`src/rtl/hwy_pkg.sv`:
```
package hwy_pkg;

  localparam int CODE_W = 3;

  typedef struct packed {
    logic              gci;
    logic [CODE_W-1:0] pcm_rate;
    logic [CODE_W-1:0] spi_rate;
    logic              pcm_dbl;
    logic              gci_dbl;
  } hwy_cfg_t;

  localparam hwy_cfg_t CFG_RESET = '{gci: 1'b0, pcm_rate: 3'd3, spi_rate: 3'd3,
                                     pcm_dbl: 1'b0, gci_dbl: 1'b0};

  typedef enum logic [1:0] {
    TAP_LEVEL  = 2'd0,
    TAP_WINDOW = 2'd1,
    TAP_STROBE = 2'd2
  } tap_kind_t;

  // Map a rate code to log2 of the divide, clamping codes above the fastest.
  function automatic int rate_log(input logic [CODE_W-1:0] code,
                                  input int max_log, input int num_codes);
    int c;
    c = (int'(code) >= num_codes) ? num_codes - 1 : int'(code);
    return max_log - c;
  endfunction

endpackage

```
`src/rtl/hwy_frame_ctr.sv`:
```
module hwy_frame_ctr #(
  parameter int FRAME_LOG = 12
) (
  input  logic                 clk,
  input  logic                 rst,
  output logic [FRAME_LOG-1:0] cnt_o,
  output logic                 frame_end_o
);

  logic [FRAME_LOG-1:0] cnt_q;

  always_ff @(posedge clk) begin
    if (rst) cnt_q <= '0;
    else     cnt_q <= cnt_q + FRAME_LOG'(1);
  end

  assign cnt_o       = cnt_q;
  assign frame_end_o = &cnt_q;

endmodule

```
`src/rtl/hwy_cfg_stage.sv`:
```
module hwy_cfg_stage
  import hwy_pkg::*;
(
  input  logic     clk,
  input  logic     rst,
  input  logic     reinit_i,
  input  hwy_cfg_t cfg_i,
  input  logic     frame_end_i,
  output hwy_cfg_t act_o
);

  hwy_cfg_t stg_q;
  hwy_cfg_t act_q;
  logic     pend_q;

  always_ff @(posedge clk) begin
    if (rst) begin
      stg_q  <= CFG_RESET;
      act_q  <= CFG_RESET;
      pend_q <= 1'b0;
    end else if (frame_end_i) begin
      // Swap at the frame boundary, where every divider is at phase zero.
      if (reinit_i)    act_q <= cfg_i;
      else if (pend_q) act_q <= stg_q;
      pend_q <= 1'b0;
    end else if (reinit_i) begin
      stg_q  <= cfg_i;
      pend_q <= 1'b1;
    end
  end

  assign act_o = act_q;

endmodule

```
`src/rtl/hwy_phase_tap.sv`:
```
module hwy_phase_tap
  import hwy_pkg::*;
#(
  parameter int        CW   = 12,
  parameter int        KW   = 4,
  parameter tap_kind_t KIND = TAP_LEVEL
) (
  input  logic [CW-1:0] cnt_i,
  input  logic [KW-1:0] log_i,
  output logic          val_o
);

  logic [CW-1:0] mask;
  logic [CW-1:0] half_bit;

  always_comb begin
    mask     = (CW'(1) << log_i) - CW'(1);
    half_bit = CW'(1) << (log_i - KW'(1));
  end

  generate
    if (KIND == TAP_LEVEL) begin : g_level
      assign val_o = (cnt_i & half_bit) == '0;
    end else if (KIND == TAP_WINDOW) begin : g_window
      assign val_o = (cnt_i >> log_i) == '0;
    end else begin : g_strobe
      assign val_o = (cnt_i & mask) == '0;
    end
  endgenerate

endmodule

```
`src/rtl/highway_clkgen.sv`:
```
module highway_clkgen
  import hwy_pkg::*;
#(
  parameter int FRAME_LOG = 12,
  parameter int MAX_LOG   = 7,
  parameter int NUM_CODES = 6,
  parameter int GCI1_LOG  = 4
) (
  input  logic       clk,
  input  logic       rst,
  input  logic       gci_mode_i,
  input  logic [2:0] pcm_rate_i,
  input  logic [2:0] spi_rate_i,
  input  logic       pcm_dbl_i,
  input  logic       gci_dbl_i,
  input  logic       reinit_i,
  output logic       pclk_o,
  output logic       sclk_o,
  output logic       fsync_o,
  output logic       bit_slot_o
);

  localparam int KW = $clog2(FRAME_LOG + 1);
  localparam int NT = 4;

  function automatic tap_kind_t kind_of(input int idx);
    if (idx < 2)  return TAP_LEVEL;
    if (idx == 2) return TAP_WINDOW;
    return TAP_STROBE;
  endfunction

  hwy_cfg_t             cfg_in;
  hwy_cfg_t             act;
  logic [FRAME_LOG-1:0] cnt;
  logic                 frame_end;
  logic [KW-1:0]        pclk_log;
  logic [KW-1:0]        sclk_log;
  logic [KW-1:0]        slot_log;
  logic                 dbl;
  logic [KW-1:0]        tlog [NT];
  logic [NT-1:0]        tap_v;
  logic [NT-1:0]        out_q;

  assign cfg_in = '{gci: gci_mode_i, pcm_rate: pcm_rate_i, spi_rate: spi_rate_i,
                    pcm_dbl: pcm_dbl_i, gci_dbl: gci_dbl_i};

  hwy_frame_ctr #(.FRAME_LOG(FRAME_LOG)) u_ctr (
    .clk         (clk),
    .rst         (rst),
    .cnt_o       (cnt),
    .frame_end_o (frame_end)
  );

  hwy_cfg_stage u_cfg (
    .clk         (clk),
    .rst         (rst),
    .reinit_i    (reinit_i),
    .cfg_i       (cfg_in),
    .frame_end_i (frame_end),
    .act_o       (act)
  );

  always_comb begin
    dbl      = act.gci ? act.gci_dbl : act.pcm_dbl;
    if (act.gci)
      pclk_log = act.gci_dbl ? KW'(GCI1_LOG - 1) : KW'(GCI1_LOG);
    else
      pclk_log = KW'(rate_log(act.pcm_rate, MAX_LOG, NUM_CODES));
    sclk_log = KW'(rate_log(act.spi_rate, MAX_LOG, NUM_CODES));
    slot_log = pclk_log + KW'(dbl);
  end

  assign tlog[0] = pclk_log;
  assign tlog[1] = sclk_log;
  assign tlog[2] = pclk_log;
  assign tlog[3] = slot_log;

  generate
    for (genvar g = 0; g < NT; g++) begin : g_tap
      hwy_phase_tap #(.CW(FRAME_LOG), .KW(KW), .KIND(kind_of(g))) u_tap (
        .cnt_i (cnt),
        .log_i (tlog[g]),
        .val_o (tap_v[g])
      );
    end
  endgenerate

  always_ff @(posedge clk) begin
    if (rst) out_q <= '0;
    else     out_q <= tap_v;
  end

  assign pclk_o     = out_q[0];
  assign sclk_o     = out_q[1];
  assign fsync_o    = out_q[2];
  assign bit_slot_o = out_q[3];

endmodule

```
`config.mk`:
```
export PLATFORM = sky130hd
export DESIGN_NAME = highway_clkgen
export DESIGN_NICKNAME = d
export VERILOG_FILES = /design/src/rtl/hwy_pkg.sv /design/src/rtl/hwy_frame_ctr.sv /design/src/rtl/hwy_cfg_stage.sv /design/src/rtl/hwy_phase_tap.sv /design/src/rtl/highway_clkgen.sv
export SDC_FILE = /design/constraint.sdc
export NUM_CORES = 1
export LEC_CHECK = 0
export CORE_ASPECT_RATIO = 1.2
export CORE_MARGIN = 2
export CORE_UTILIZATION = 62
export DETAILED_ROUTE_END_ITERATION = 7
export PLACE_DENSITY = 0.93
export SLEW_MARGIN = 20
export SYNTH_ARGS = -nofsm -noshare
export SYNTH_HDL_FRONTEND = slang
export SYNTH_SLANG_ARGS = --single-unit
```
`constraint.sdc`:
```
create_clock -name clk -period 8.4 [get_ports clk]
set_input_delay 2.1 -clock clk [delete_from_list [all_inputs] [get_ports clk]]
set_output_delay 2.1 -clock clk [all_outputs]
set_load 0.005 [all_outputs]
```
# After elaboration in Yosys (flattened, before gate mapping)
# Cells that the tools add are included.
# word_totals
ff_bits,35
# classes
n_addsub,7
order_cmp,2
n_shift,4
mux,7
bitwise_logic,4
reduce_logical,9
# op_table
cell,count
$logic_not 12->1,4
$and 12x12->12,3
$shl 1x4->12 const A,3
$mux 9,2
$reduce_and 13->1,1
$add 12x1->12 const B,1
$reduce_and 12->1,1
$shr 12x4->12,1
$sub 12x2->12 const B,1
$mux 3,3
$sub 3x3->4 const A,2
$sub 4x1->4 const B,2
$ge 3x3->1 const B,2
$add 4x1->4,1
$mux 4,1
$reduce_and 2->1,1
$reduce_bool 2->1,1
$reduce_or 2->1,1
$mux 1,1
$not 1->1,1

# Longest topological paths before layout
# depth
word_depth,9
mapped_depth,16
depth_no_buf,15

# Modules after synthesis
# Synthesis repeated with hierarchy kept, for this count alone.
# hier_totals
cells_unflattened,269
area_unflattened_um2,2260.9
# by_module_without_submodules
mod,n_inst,cells_each,area_per_inst_um2,seq_area_each_um2
hwy_cfg_stage,1,87,792.0,380.4
hwy_frame_ctr,1,56,508.0,240.2
hwy_phase_tap at g_tap[0].u_tap ...,2,23,181.4,0.0
hwy_phase_tap at g_tap[3].u_tap,1,36,240.2,0.0
highway_clkgen,1,26,239.0,80.1
hwy_phase_tap at g_tap[2].u_tap,1,18,118.9,0.0

# Worst setup path after synthesis
# Ideal clock, no wire load.
# synth_timing
path_kind,register to register
start,"register u_cfg.act_q, in the netlist u_cfg.act_o[8]"
end,register out_q[3]
t_arrival_ps,3412
required_ps,8339
slack_ps,4927
stages_incl_launch_ff,17
period_less_slack_ps,3473
cell_sequence,dfxtp_1 -> buf_4 -> a211oi_1 -> a21oi_1 -> inv_2 -> ha_1 -> ha_1 -> xor2_2 -> nor3_1 -> nand2_1 -> ha_1 -> nand2_1 -> or4b_1 -> a21oi_1 -> nor2_1 -> a2111oi_2 -> and4_1
# synth_between
elab_chain_len,6
word_cells_on_any_way,7
# synth_rtl
item,line_no,source
from (decl),hwy_cfg_stage.sv:13,hwy_cfg_t act_q;
from (signal assigned),hwy_cfg_stage.sv:23,if (reinit_i) act_q <= cfg_i;
from (signal assigned),hwy_cfg_stage.sv:24,else if (pend_q) act_q <= stg_q;
$mux 4 or $mux 1 (tied branches),"highway_clkgen.sv:65, highway_clkgen.sv:64",
$add 4x1->4 *,highway_clkgen.sv:70,slot_log = pclk_log + KW'(dbl);
$shl 1x4->12 *,hwy_phase_tap.sv:17,mask = (CW'(1) << log_i) - CW'(1);
$sub 12x2->12 *,hwy_phase_tap.sv:17,
$and 12x12->12 *,hwy_phase_tap.sv:27,assign val_o = (cnt_i & mask) == '0;
$logic_not 12->1 *,hwy_phase_tap.sv:27,
to (signal assigned),highway_clkgen.sv:90,else out_q <= tap_v;
to (decl),highway_clkgen.sv:42,logic [NT-1:0] out_q;
# Mark *: on every way between the ends. The rest lies on a longest branch, timed or not.
# A chain may end at the register's enable or synchronous reset.

# Worst setup path in the final report
# Ends and elaborated chain as after synthesis.

==> out/metrics.cfg <==
[status]
status=finished clean

[route]
drtIter0Drc=79
wl_per_cell_um=14.4
drt-vias-per-instance=6.22
drc_errors=0
vias=1730
ant_nets=0
drt_wl_total_um=4000
first_pass_iters=5

[critical_path]
required_ns=8.69
crit_path_top_delay_cell=dfxtp_1
cp_max_fo=15
crit_family=simple AND/OR/NAND/NOR gates
reg2reg_setup_slack_ns=4.26
crit_top_cell=ha_1
cp-start-kind=flop
critPathBufInv=1
endpoint_kind=flop
crit_type=flop to flop
worstPathCellList=a211oi_1, a21oi_1, inv_2, ha_1, ha_1, xor2_2, nor3_1, nand2_1, ha_1, nand2_1, or4b_1, a21oi_1, nor2_1, a2111oi_2, and4_1
crit_arrival_ns=4.43
cpPeakStageDelay_ns=0.60

[synth]
ys_seq_area_frac=0.356
ys.flop_type=dfxtp_1
synth_compound_gate_area_share=0.188
synth_edf_count=0
synth_xor_area_frac=0.0477
syn_avg_cell_area_um2=8.30
netlist-cell-type-count=47
yosysWarningCount=0
netlist_area_mm2=0.00197
syn-num-nets=253
synth-async-reset-ratio=0
synth-simple-area-share=0.214
synthMuxAreaShare=0.100
synth_cells=237
yosys.area_share.adder=0.0254
synth-seq-cells=35
synth_top_family_by_area=simple AND/OR/NAND/NOR gates

[global_route]
grt_max_degree=36
grt_pass1_vias=1573
grt_pass1_wl_um=6930
grt_antenna_before_repair=0
grtUsageTotal=0.239
gr-total-overflow=0

[sta]
setup_tns_ns=0
fin_hold_ws_ns=0.476
rsz0062_at_grt=false
drv_slew=0
tightest_slew_ns=0.867
worst_slew_margin_rel=0.420
period_share=0.492
final.min_clock_period_ns=4.14
finalSetupViolCount=0
fin_ws_ns=4.26
fin_skew_ns=0.00746
finalHoldViolations=0
max_freq_mhz=242

[clock_tree]
cts_hold_buffers=0
cts_tree=built
cts_root_buf=clkbuf_4
clockBufferDepth=2
clk_pin_slew_ns=0.11
postCtsSetupBuffers=0
cts-resized-gates=0
cts_buffers=5
htreeDepth=2
clkSinkCount=35
clk_latency_ns=0.35

[floorplanning]
rows=22
io_pins=16
die_x_um=55.4
die_h_um=65.7
dieArea_mm2=0.00364
initial_core_util=0.644
fp.coreArea_mm2=0.00306

[finish]
fin_area_mm2=0.00213
nNetsFinal=257
final_util=0.697
insertedDiodeCount=0
layout-drive-gt1-share=0.0620
layout.cells.non_filler=278
area_delta_synth_final_pct=8.14
fillers=223

[placed_design]
place_area_mm2=0.00208
hpwl_um=2840
portBuffers=15
pre_cts_slack_ns=4.35
place.gp.congestion=0.870
placed_cells=270

[power]
p_leak_nw=0.755
vdd_ir_drop_max_mv=0.137
power.density_mw_per_mm2=138
fin_total_pwr_mw=0.293

[min_path]
hold_path_class=flop to flop

[run]
maxCapViolCount=0

## cell usage after synthesis (all sizes together) (2+ instances only)
library cell	count	share of area
nor2	38	0.072
dfxtp	35	0.36
a21oi	15	0.038
mux2i	14	0.078
nand2	13	0.025
inv	11	0.021
a211oi	10	0.038
buf	10	0.030
clkbuf	9	0.017
nand3	9	0.023
a211o	8	0.036
o21ai	8	0.020
nor3	7	0.018
nor4	5	0.016
or3	5	0.016
xor2	5	0.026
ha	4	0.025
xnor2	4	0.022
a31oi	3	0.0095
mux2	2	0.011
nand4	2	0.0064
o2111ai	2	0.0089
## path summary, 6_finish.rpt
| path | cells after the start | end | from |
|---|---|---|---|
| max | 15 | out_q[3] | u_cfg.act_o[8] |
| min | 1 | u_cfg.stg_q[5] | u_cfg.stg_q[5] |
| max reg2reg | 15 | out_q[3] | u_cfg.act_o[8] |
| min reg2reg | 1 | u_cfg.stg_q[5] | u_cfg.stg_q[5] |
## where the power goes
part | total (mW) | switching, mW | internal [mW]
combinational | 0.0271 | 0.0119 | 0.0151
sequential | 0.176 | 0.00422 | 0.172
clock | 0.0900 | 0.0574 | 0.0326
total | 0.293 | 0.0735 | 0.219
## per-layer routing
layer,up-vias,GRT usage,share of wire
met5,-,0,0
met4,0,0.137,0.024
met3,10,0.0453,0.052
met2,70,0.417,0.49
met1,792,0.272,0.44
li1,858,-,-
## cells in the final DEF, fill, tap and decap left out, types with 2 or more instances in the layout
cell and count:
xor2_1 4, clkbuf_4 5, o2111ai_1 2, nor2_1 38
nand4_1 2, or3_1 5, a211oi_1 10, dfxtp_1 35
ha_1 4, a21oi_1 15, inv_1 10, a31oi_1 3
clkdlybuf4s50_1 15, a211o_1 8, nor4_1 5, mux2i_1 13
xnor2_1 3, clkbuf_1 2, nand3_1 9, nand2_1 13
nor3_1 7, o21ai_0 8
## cells by family (layout without fill, tap and decap cells)
group / after synthesis / count (layout)
and+or+nand+nor: 88 / 88
AOI/OAI and AO/OA: 54 / 54
DFF: 35 / 35
xor gates and xnor gates: 9 / 9
adders and majority gates: 4 / 4
muxes: 17 / 17
buffers and inverters: 30 / 35
## registers in the layout, indices dropped and copies added, names as in the netlist
register and count:
u_cfg.pend_q 1, u_cfg.stg_q 9, out_q 4, u_ctr.cnt_o 12, u_cfg.act_o 9
## area by class of cell
cell class              instances  area, µm²  share of cell area
multi-input cells             172       1130               0.533
flip-flops and latches         35        701               0.329
repair buffers                 16        158              0.0741
clock buffers                   7       45.0              0.0212
well taps                      36       45.0              0.0212
inverters                      11       41.3              0.0194
clock inverters                 1       5.00             0.00235
No activity file was read; power rests on OpenSTA's default activity.
